### config.mk
export PLATFORM = sky130hd
export DESIGN_NAME = smp_boot_ctrl
export DESIGN_NICKNAME = d
export VERILOG_FILES = /design/src/rtl/smp_boot_pkg.sv /design/src/rtl/smp_boot_regs.sv /design/src/rtl/smp_boot_hold.sv /design/src/rtl/smp_boot_fanout.sv /design/src/rtl/smp_boot_status.sv /design/src/rtl/smp_boot_ctrl.sv
export SDC_FILE = /design/constraint.sdc
export NUM_CORES = 1
export LEC_CHECK = 0
export ABC_AREA = 1
export CAP_MARGIN = 20
export CORE_UTILIZATION = 50
export DETAILED_ROUTE_END_ITERATION = 6
export DONT_BUFFER_PORTS = 1
export GPL_ROUTABILITY_DRIVEN = 1
export PLACE_DENSITY_LB_ADDON = 0.1
export SYNTH_ARGS = -nofsm -noshare
export SYNTH_HDL_FRONTEND = slang
export SYNTH_SLANG_ARGS = --single-unit
### constraint.sdc
create_clock -name clk -period 2.91 [get_ports clk]
set_input_delay 0 -clock clk [delete_from_list [all_inputs] [get_ports clk]]
set_output_delay 0 -clock clk [all_outputs]
set_load 0.005 [all_outputs]
### src/rtl/smp_boot_pkg.sv
package smp_boot_pkg;

   typedef enum logic [1:0] {
      SEL_NONE   = 2'd0,
      SEL_ARB    = 2'd1,
      SEL_SEQ    = 2'd2,
      SEL_ENABLE = 2'd3
   } reg_sel_e;

   localparam int MIN_HOLD_CYCLES = 16;

endpackage

### src/rtl/smp_boot_regs.sv
module smp_boot_regs
   import smp_boot_pkg::*;
#(
   parameter int ADDR_W     = 12,
   parameter int DATA_W     = 8,
   parameter int SEQ_W      = 2,
   parameter logic [ADDR_W-1:0] ADDR_ARB    = 12'h81C,
   parameter logic [ADDR_W-1:0] ADDR_SEQ    = 12'h820,
   parameter logic [ADDR_W-1:0] ADDR_ENABLE = 12'h871
)(
   input  logic              clk,
   input  logic              rst_n,
   input  logic              glob_hrst,
   input  logic              bus_rd,
   input  logic              bus_wr,
   input  logic [ADDR_W-1:0] bus_addr,
   input  logic [DATA_W-1:0] bus_wdata,
   output logic [DATA_W-1:0] bus_rdata,
   output logic              enable_clear_wr
);

   localparam int PAD_ARB = DATA_W - 1;
   localparam int PAD_SEQ = DATA_W - SEQ_W;

   if (SEQ_W < 1 || SEQ_W > DATA_W) begin : g_bad_seq_w
      $error("smp_boot_regs: SEQ_W must lie in 1..DATA_W");
   end
   if (ADDR_ARB == ADDR_SEQ || ADDR_ARB == ADDR_ENABLE || ADDR_SEQ == ADDR_ENABLE) begin : g_bad_map
      $error("smp_boot_regs: register addresses must differ");
   end

   reg_sel_e          sel;
   logic              first_seen;
   logic [SEQ_W-1:0]  seq_cnt;
   logic [DATA_W-1:0] rd_val;
   logic              rd_arb, rd_seq;

   always_comb begin
      if (bus_addr == ADDR_ARB)         sel = SEL_ARB;
      else if (bus_addr == ADDR_SEQ)    sel = SEL_SEQ;
      else if (bus_addr == ADDR_ENABLE) sel = SEL_ENABLE;
      else                              sel = SEL_NONE;
   end

   assign rd_arb = bus_rd && (sel == SEL_ARB);
   assign rd_seq = bus_rd && (sel == SEL_SEQ);
   assign enable_clear_wr = bus_wr && !glob_hrst && (sel == SEL_ENABLE) && (bus_wdata == '0);

   always_comb begin
      rd_val = '0;
      if (bus_rd) begin
         unique case (sel)
            SEL_ARB:    rd_val = {{PAD_ARB{1'b0}}, first_seen};
            SEL_SEQ:    rd_val = {{PAD_SEQ{1'b0}}, seq_cnt};
            SEL_ENABLE: rd_val = '0;
            default:    rd_val = '0;
         endcase
      end
   end

   always_ff @(posedge clk or negedge rst_n) begin
      if (!rst_n) begin
         first_seen <= 1'b0;
         seq_cnt    <= '0;
         bus_rdata  <= '0;
      end else if (glob_hrst) begin
         first_seen <= 1'b0;
         seq_cnt    <= '0;
         bus_rdata  <= '0;
      end else begin
         bus_rdata <= rd_val;
         if (rd_arb) first_seen <= 1'b1;
         if (rd_seq) seq_cnt <= seq_cnt + 1'b1;
      end
   end

   a_r1_flag_set: assert property (@(posedge clk) disable iff (!rst_n)
      (rd_arb && !glob_hrst) |=> first_seen);
   a_r2_seq_step: assert property (@(posedge clk) disable iff (!rst_n)
      (rd_seq && !glob_hrst) |=> (seq_cnt == SEQ_W'($past(seq_cnt) + 1'b1)));
   a_r4_clear: assert property (@(posedge clk) disable iff (!rst_n)
      glob_hrst |=> (!first_seen && seq_cnt == '0 && bus_rdata == '0));
   a_r10_idle_zero: assert property (@(posedge clk) disable iff (!rst_n)
      !bus_rd |=> (bus_rdata == '0));

endmodule

### src/rtl/smp_boot_hold.sv
module smp_boot_hold
   import smp_boot_pkg::*;
#(
   parameter int HOLD_CYCLES = 16
)(
   input  logic clk,
   input  logic rst_n,
   input  logic trigger,
   output logic int_hrst
);

   localparam int CNT_W = $clog2(HOLD_CYCLES + 1);
   localparam logic [CNT_W-1:0] HOLD_LOAD = CNT_W'(HOLD_CYCLES);

   if (HOLD_CYCLES < MIN_HOLD_CYCLES) begin : g_bad_hold
      $error("smp_boot_hold: HOLD_CYCLES below the minimum hold");
   end

   logic [CNT_W-1:0] hold_cnt;

   always_ff @(posedge clk or negedge rst_n) begin
      if (!rst_n)               hold_cnt <= '0;
      else if (hold_cnt != '0)  hold_cnt <= hold_cnt - 1'b1;
      else if (trigger)         hold_cnt <= HOLD_LOAD;
   end

   assign int_hrst = (hold_cnt != '0);

   a_r3_start: assert property (@(posedge clk) disable iff (!rst_n)
      (trigger && !int_hrst) |=> int_hrst);
   a_r3_release: assert property (@(posedge clk) disable iff (!rst_n)
      $fell(int_hrst) |-> ($past(hold_cnt) == CNT_W'(1)));

endmodule

### src/rtl/smp_boot_fanout.sv
module smp_boot_fanout #(
   parameter int NUM_SLOTS     = 2,
   parameter int CPUS_PER_SLOT = 2
)(
   input  logic                                  clk,
   input  logic                                  rst_n,
   input  logic                                  glob_hrst,
   input  logic [NUM_SLOTS*CPUS_PER_SLOT-1:0]    cpu_rst_req_n,
   input  logic                                  dbg_ovr_n,
   input  logic                                  bridge_srst_n,
   input  logic                                  port92_rst,
   input  logic [NUM_SLOTS*CPUS_PER_SLOT-1:0]    cpu_init,
   output logic [NUM_SLOTS*CPUS_PER_SLOT-1:0]    cpu_hrst_n,
   output logic [NUM_SLOTS*CPUS_PER_SLOT-1:0]    cpu_srst_n,
   output logic [NUM_SLOTS-1:0]                  slot_trst_n
);

   localparam int NUM_CPUS = NUM_SLOTS * CPUS_PER_SLOT;

   for (genvar c = 0; c < NUM_CPUS; c++) begin : g_cpu
      assign cpu_hrst_n[c] = !(glob_hrst || !cpu_rst_req_n[c]);
      assign cpu_srst_n[c] = !(!bridge_srst_n || (port92_rst ^ cpu_init[c]));
   end

   for (genvar s = 0; s < NUM_SLOTS; s++) begin : g_slot
      assign slot_trst_n[s] = !(!dbg_ovr_n || !cpu_rst_req_n[s*CPUS_PER_SLOT]);
   end

   a_r5_global_reaches_all: assert property (@(posedge clk) disable iff (!rst_n)
      glob_hrst |-> (cpu_hrst_n == '0));
   a_r7_bridge_reaches_all: assert property (@(posedge clk) disable iff (!rst_n)
      !bridge_srst_n |-> (cpu_srst_n == '0));
   a_r6_override_reaches_all: assert property (@(posedge clk) disable iff (!rst_n)
      !dbg_ovr_n |-> (slot_trst_n == '0));

endmodule

### src/rtl/smp_boot_status.sv
module smp_boot_status #(
   parameter int NUM_SLOTS     = 2,
   parameter int CPUS_PER_SLOT = 2
)(
   input  logic                               clk,
   input  logic                               rst_n,
   input  logic [NUM_SLOTS*CPUS_PER_SLOT-1:0] halt_in,
   input  logic [NUM_SLOTS-1:0]               slot_cstop_n,
   output logic [NUM_SLOTS-1:0]               slot_halt,
   output logic                               all_halted,
   output logic                               cstop_out_n
);

   for (genvar s = 0; s < NUM_SLOTS; s++) begin : g_slot
      assign slot_halt[s] = &halt_in[s*CPUS_PER_SLOT +: CPUS_PER_SLOT];
   end

   assign all_halted  = &halt_in;
   assign cstop_out_n = |slot_cstop_n;

   a_r8_all_implies_slots: assert property (@(posedge clk) disable iff (!rst_n)
      all_halted |-> (&slot_halt));
   a_r9_cstop_needs_all: assert property (@(posedge clk) disable iff (!rst_n)
      !cstop_out_n |-> (slot_cstop_n == '0));

endmodule

### src/rtl/smp_boot_ctrl.sv
module smp_boot_ctrl #(
   parameter int NUM_SLOTS     = 2,
   parameter int CPUS_PER_SLOT = 2,
   parameter int ADDR_W        = 12,
   parameter int DATA_W        = 8,
   parameter int SEQ_W         = 2,
   parameter int HOLD_CYCLES   = 16,
   parameter logic [ADDR_W-1:0] ADDR_ARB    = 12'h81C,
   parameter logic [ADDR_W-1:0] ADDR_SEQ    = 12'h820,
   parameter logic [ADDR_W-1:0] ADDR_ENABLE = 12'h871
)(
   input  logic                               clk,
   input  logic                               rst_n,
   input  logic                               hreset_in_n,
   input  logic                               bus_rd,
   input  logic                               bus_wr,
   input  logic [ADDR_W-1:0]                  bus_addr,
   input  logic [DATA_W-1:0]                  bus_wdata,
   output logic [DATA_W-1:0]                  bus_rdata,
   output logic                               sys_hrst_n,
   input  logic [NUM_SLOTS*CPUS_PER_SLOT-1:0] cpu_rst_req_n,
   input  logic                               dbg_ovr_n,
   input  logic                               bridge_srst_n,
   input  logic                               port92_rst,
   input  logic [NUM_SLOTS*CPUS_PER_SLOT-1:0] cpu_init,
   input  logic [NUM_SLOTS*CPUS_PER_SLOT-1:0] halt_in,
   input  logic [NUM_SLOTS-1:0]               slot_cstop_n,
   output logic [NUM_SLOTS*CPUS_PER_SLOT-1:0] cpu_hrst_n,
   output logic [NUM_SLOTS*CPUS_PER_SLOT-1:0] cpu_srst_n,
   output logic [NUM_SLOTS-1:0]               slot_trst_n,
   output logic [NUM_SLOTS-1:0]               slot_halt,
   output logic                               all_halted,
   output logic                               cstop_out_n
);

   if (NUM_SLOTS < 1 || CPUS_PER_SLOT < 1) begin : g_bad_shape
      $error("smp_boot_ctrl: need at least one slot and one processor per slot");
   end

   logic int_hrst;
   logic glob_hrst;
   logic enable_clear_wr;

   assign glob_hrst  = !hreset_in_n || int_hrst;
   assign sys_hrst_n = !glob_hrst;

   smp_boot_regs #(
      .ADDR_W(ADDR_W), .DATA_W(DATA_W), .SEQ_W(SEQ_W),
      .ADDR_ARB(ADDR_ARB), .ADDR_SEQ(ADDR_SEQ), .ADDR_ENABLE(ADDR_ENABLE)
   ) regs_i (
      .clk(clk), .rst_n(rst_n), .glob_hrst(glob_hrst),
      .bus_rd(bus_rd), .bus_wr(bus_wr), .bus_addr(bus_addr),
      .bus_wdata(bus_wdata), .bus_rdata(bus_rdata),
      .enable_clear_wr(enable_clear_wr)
   );

   smp_boot_hold #(
      .HOLD_CYCLES(HOLD_CYCLES)
   ) hold_i (
      .clk(clk), .rst_n(rst_n), .trigger(enable_clear_wr), .int_hrst(int_hrst)
   );

   smp_boot_fanout #(
      .NUM_SLOTS(NUM_SLOTS), .CPUS_PER_SLOT(CPUS_PER_SLOT)
   ) fanout_i (
      .clk(clk), .rst_n(rst_n), .glob_hrst(glob_hrst),
      .cpu_rst_req_n(cpu_rst_req_n), .dbg_ovr_n(dbg_ovr_n),
      .bridge_srst_n(bridge_srst_n), .port92_rst(port92_rst),
      .cpu_init(cpu_init), .cpu_hrst_n(cpu_hrst_n),
      .cpu_srst_n(cpu_srst_n), .slot_trst_n(slot_trst_n)
   );

   smp_boot_status #(
      .NUM_SLOTS(NUM_SLOTS), .CPUS_PER_SLOT(CPUS_PER_SLOT)
   ) status_i (
      .clk(clk), .rst_n(rst_n), .halt_in(halt_in), .slot_cstop_n(slot_cstop_n),
      .slot_halt(slot_halt), .all_halted(all_halted), .cstop_out_n(cstop_out_n)
   );

   a_r3_write_starts_reset: assert property (@(posedge clk) disable iff (!rst_n)
      (enable_clear_wr && !glob_hrst) |=> !sys_hrst_n);

endmodule

After elaboration in Yosys (flattened, before gate mapping)
Cells that the tools add are included.

operators by class
  multiplexer cells = 12
  reduce and logical (&&, ||, !) cells = 43
  $add $sub $neg = 2
  equal/unequal tests = 6
  bitwise logic cells = 4

operator list
  kind                                               number
  == test 12 bit (second input constant)             3
  zero test 1 bit                                    18
  two-way mux 8 bit                                  2
  logical OR 1 bit                                   11
  two-way mux 2 bit                                  5
  two-way mux 5 bit                                  2
  zero test 8 bit                                    1
  nonzero test 2 bit                                 3
  logical AND 1 bit                                  5
  nonzero test 5 bit                                 1
  subtractor 5 x 1 -> 5 bit (second input constant)  1
  == test 2 bit (second input constant)              2
  one-hot mux 2 bit (2 select lines)                 1
  AND reduction 2 bit                                2
  AND reduction 4 bit                                1
  bitwise XOR 1 bit                                  4
  adder 2 x 1 -> 2 bit (second input constant)       1
  == test 2 x 1 -> 1 bit (second input constant)     1
  two-way mux 1 bit                                  2
  OR reduction 2 bit                                 1

storage, ports and cells
  logic and storage cells = 71
  register bits after elaboration = 16
  input bits = 42

Logic depth before layout (Yosys ltp)
  word-level depth = 9
  mapped depth = 9

Cells and area by module
A second synthesis with hierarchy kept.

unflattened totals
  cell total of the unflattened synthesis = 144
  area, all modules = 897.1 um2

modules (own cells, without submodules)
  module           seq. area each (um2)  cells each  area each (um2)  times used
  smp_boot_regs    125.1                 70          462.9            1
  smp_boot_hold    125.1                 34          279.0            1
  smp_boot_fanout  0.0                   30          112.6            1
  smp_boot_status  0.0                   6           25.0             1
  smp_boot_ctrl    0.0                   4           17.5             1

Least setup slack after synthesis
Ideal clock, no wire load.

  path type = reg-to-reg
  start point = register hold_i.hold_cnt[0]
  end point = register regs_i.seq_cnt[1]
  slack = 1633 ps
  library setup time = 117 ps
  arrival time = 1159 ps
  path buffers = 0
  cell stages (with the launch flop) = 10
  cells stage by stage = dfrtp_1 inv_1 ha_1 nand3_2 inv_4 nand2_4 clkinv_2 nand2_2 nand2_1 o21ai_2

on the way
  cells in the longest elaborated chain, start to end = 3
  elaborated cells between the ends (all ways) = 4
  classes of those cells = mux (1); reduce/logical (3)

ends and longest elaborated chain
  what                                                     RTL line             source
  from (decl)                                              smp_boot_hold.sv:19  logic [CNT_W-1:0] hold_cnt;
  from (signal assigned)                                   smp_boot_hold.sv:23  else if (hold_cnt != '0) hold_cnt <= hold_cnt - 1'b1;
  nonzero test 5 bit (*)                                   smp_boot_hold.sv:27  assign int_hrst = (hold_cnt != '0);
  logical OR 1 bit (*)                                     smp_boot_ctrl.sv:44  assign glob_hrst = !hreset_in_n || int_hrst;
  two-way mux 2 bit or nonzero test 2 bit (tied branches)  --
  to (signal assigned)                                     smp_boot_regs.sv:73  if (rd_seq) seq_cnt <= seq_cnt + 1'b1;
  to (decl)                                                smp_boot_regs.sv:34  logic [SEQ_W-1:0] seq_cnt;

Mark *: on every way between the ends. The rest lies on a longest branch, timed or not.
A chain may end at the register's enable or synchronous reset.

Worst setup path after layout
  start point = register hold_i.hold_cnt[0]
  end point = register regs_i.bus_rdata[1]

on the way
  cells in the longest elaborated chain, start to end = 3

ends and longest elaborated chain
  what                  RTL line             source
  nonzero test 5 bit    smp_boot_hold.sv:27
  logical OR 1 bit      smp_boot_ctrl.sv:44
  two-way mux 8 bit     smp_boot_regs.sv:66  end else if (glob_hrst) begin
  to (signal assigned)  smp_boot_regs.sv:71  bus_rdata <= rd_val;
  to (decl)             smp_boot_regs.sv:18  output logic [DATA_W-1:0] bus_rdata,

Every way passes these cells.

==> results_dict.tcl <==
set metrics [dict create \
    clock_skew_ps 2.10 \
    ir_drop_mv 0.337 \
    drive_above_1_share_pct 10.9 \
    vias_per_cell 4.84 \
    yosysSeqAreaShare_pct 29.4 \
    cp-end-kind "register" \
    initial_core_util_pct 55.2 \
    place.gp.congestion 0.709 \
    dpl-instance-area_sq_um 845 \
    r2r_slack_ps 1130 \
    fp.dieArea_sq_um 1870 \
    hold_viol_final 0 \
    num_vias 746 \
    cp.arrival_ps 1980 \
    setup_viol 0 \
    synth_compound_area_share_pct 8.24 \
    p_leak_nw 0.506 \
    syn-cell-area_sq_um 851 \
    yosysUniqueCellTypes 26 \
    cp_slowest_cell "dlygate4sd3_1" \
    crit_path_start "hold_i.hold_cnt[0]" \
    clk_latency_ps 260 \
    dpl.hpwl_microns 1240 \
    die-width_microns 43.3 \
    critPathRequiredTime_ps 3110 \
    ys_warn_count 0 \
    drc_errors 0 \
    synth-async-reset-ratio_pct 100 \
    cts_setup_buffers 0 \
    synthAdderAreaFrac_pct 2.94 \
    synth-seq-cells 10 \
    synth_edf_count 0 \
    final_cell_mix "inv_1, nor2_1, nand2_1, dfrtp_1, nand3_1" \
    worstPathCellList "inv_1 -> ha_1 -> nand3_2 -> inv_4 -> nand2_4 -> nor3_1 -> dlygate4sd3_1" \
    r2r-end "regs_i.bus_rdata[1]" \
    worstSetupPathType "register to register" \
    drtAntennaViolNets 0 \
    cpPeakStageDelay_ps 560 \
    rsz0062_at_grt "no" \
    grt_first_pass_wirelength_microns 2400 \
    antenna_found_initial 0 \
    tns_ps 0 \
    grtUsageTotal_pct 17.0 \
    holdWs_ps 13.4 \
    ff2ff_path_depth 7 \
    cts.path.max_buffers 2 \
    area_delta_synth_final_pct 6.62 \
    rr_startpoint "hold_i.hold_cnt[0]" \
    synth_top_family_by_area "simple AND/OR/NAND/NOR gates" \
    routed_wl_microns 1470 \
    syn_avg_cell_area_sq_um 6.45 \
    synth.area.mux_share_pct 0 \
    syn_inst 132 \
    startpoint_type "register" \
    portBuffers 0 \
    p_per_area_nw_per_um2 546 \
    min_path_type "input pin to register" \
    placedCellCount 147 \
    cts_root_buf "clkbuf_4" \
    multiInputGateArea_sq_um 458 \
    first_pass_iters 4 \
    seqCellArea_sq_um 250 \
    fin_crit_sh_pct 61.2 \
    layout_setup_ws_ps 1130 \
    pre_cts_slack_ps 1520 \
    synth_xor_area_share_pct 3.09 \
    path_clk_slew_ps 60 \
    synthFlopType "dfrtp_1" \
    max_freq_mhz 562 \
    grt_pass1_vias 633 \
    min_period_ps 1780 \
    layout_commonest_cell "inv_1" \
    wl_per_cell_microns 9.56 \
    finalInstanceArea_sq_um 907 \
    clock_sinks 10 \
    cts_tree "built" \
    fin_util_pct 58.8 \
    diodes 0 \
    grt_max_degree 11 \
    numCtsBuffers 3 \
    endpoint "regs_i.bus_rdata[1]" \
    drv_cap 0 \
    rows 14 \
    status "completed" \
    fillers 152 \
    final_cells 154 \
    dr.first_iter.drc_count 10 \
    p_total_mw 0.495 \
    grt_overflow_total 0 \
    yosys.area_share.simple_pct 36.9 \
    io_pins 65 \
    htree_levels 1 \
    crit_path_max_fanout 10 \
    nNetsFinal 184 \
    slew_viol_final 0 \
    core-area_sq_um 1540 \
    die_h_microns 43.3 \
]
## kinds of logic after synthesis
logic type	Yosys count
DFF	10
AOI/OAI and AO/OA	12
adders and majority gates	2
xor gates and xnor gates	3
buffers and inverters	36
other	1
and+or+nand+nor	68
## state kept, by name (all words and copies together) (netlist names)
signal             flops
regs_i.first_seen      1
regs_i.seq_cnt         2
regs_i.bus_rdata       2
hold_i.hold_cnt        5
## report_power, final
group	leakage (nW)	switching [mW]	internal (mW)	total (mW)
Combinational	0.364	0.108	0.0840	0.192
Clock	0.0138	0.0464	0.0478	0.0941
Sequential	0.128	0.0298	0.179	0.209
Total	0.506	0.184	0.311	0.495
## worst min path at each step
stage / depth (start not counted) / to / slack [ps] / from
6_report: 4 / hold_i.hold_cnt[4] / 10 / bus_addr[4]
2_1_floorplan: 0 / hold_i.hold_cnt[0] / -300 / rst_n
5_1_grt: 4 / hold_i.hold_cnt[4] / 30 / bus_addr[4]
4_1_cts: 4 / hold_i.hold_cnt[4] / 10 / bus_addr[4]
3_5_place_dp: 0 / regs_i.bus_rdata[0] / -300 / rst_n
3_3_place_gp: 0 / regs_i.bus_rdata[0] / -300 / rst_n
## synthesized netlist by cell type, types with 2 or more instances
cell type | count | area (sq um)
inv_1 | 28 | 105
nor2_1 | 23 | 86.3
nand2_1 | 22 | 82.6
dfrtp_1 | 10 | 250
nand3_1 | 7 | 35.0
buf_4 | 6 | 45.0
a21oi_1 | 5 | 25.0
nor3_1 | 4 | 20.0
o21ai_0 | 4 | 20.0
nand4_1 | 3 | 18.8
ha_1 | 2 | 25.0
nand2_2 | 2 | 12.5
or2_2 | 2 | 12.5
xnor2_1 | 2 | 17.5
## critical path: cells and delay by family, from the launching register on
| family | cells | cell delay (ps) |
|---|---|---|
| fa+ha+maj | 1 | 170 |
| buf+inv | 3 | 780 |
| flops | 1 | 390 |
| simple gates | 3 | 380 |
## what timing repair did
item,CTS,global route
gates resized for setup,0,0
endpoints found under the hold margin,12,0
hold buffers,4,0
## layer usage
metal / part of all wire (%) / global-route usage, %
met1: 42 / 19.5
met5: 0 / 0
met3: 8.4 / 7.23
met2: 49 / 28.7
met4: 0 / 4.85
## area by class of cell
class / instances / share of cell area (%)
Multi-Input combinational cell: 91 / 50.5
Sequential cell: 10 / 27.6
Inverter: 30 / 12.8
Timing Repair Buffer: 4 / 4.41
Clock buffer: 3 / 2.48
Tap cell: 16 / 2.21
No activity file was read; power rests on OpenSTA's default activity.
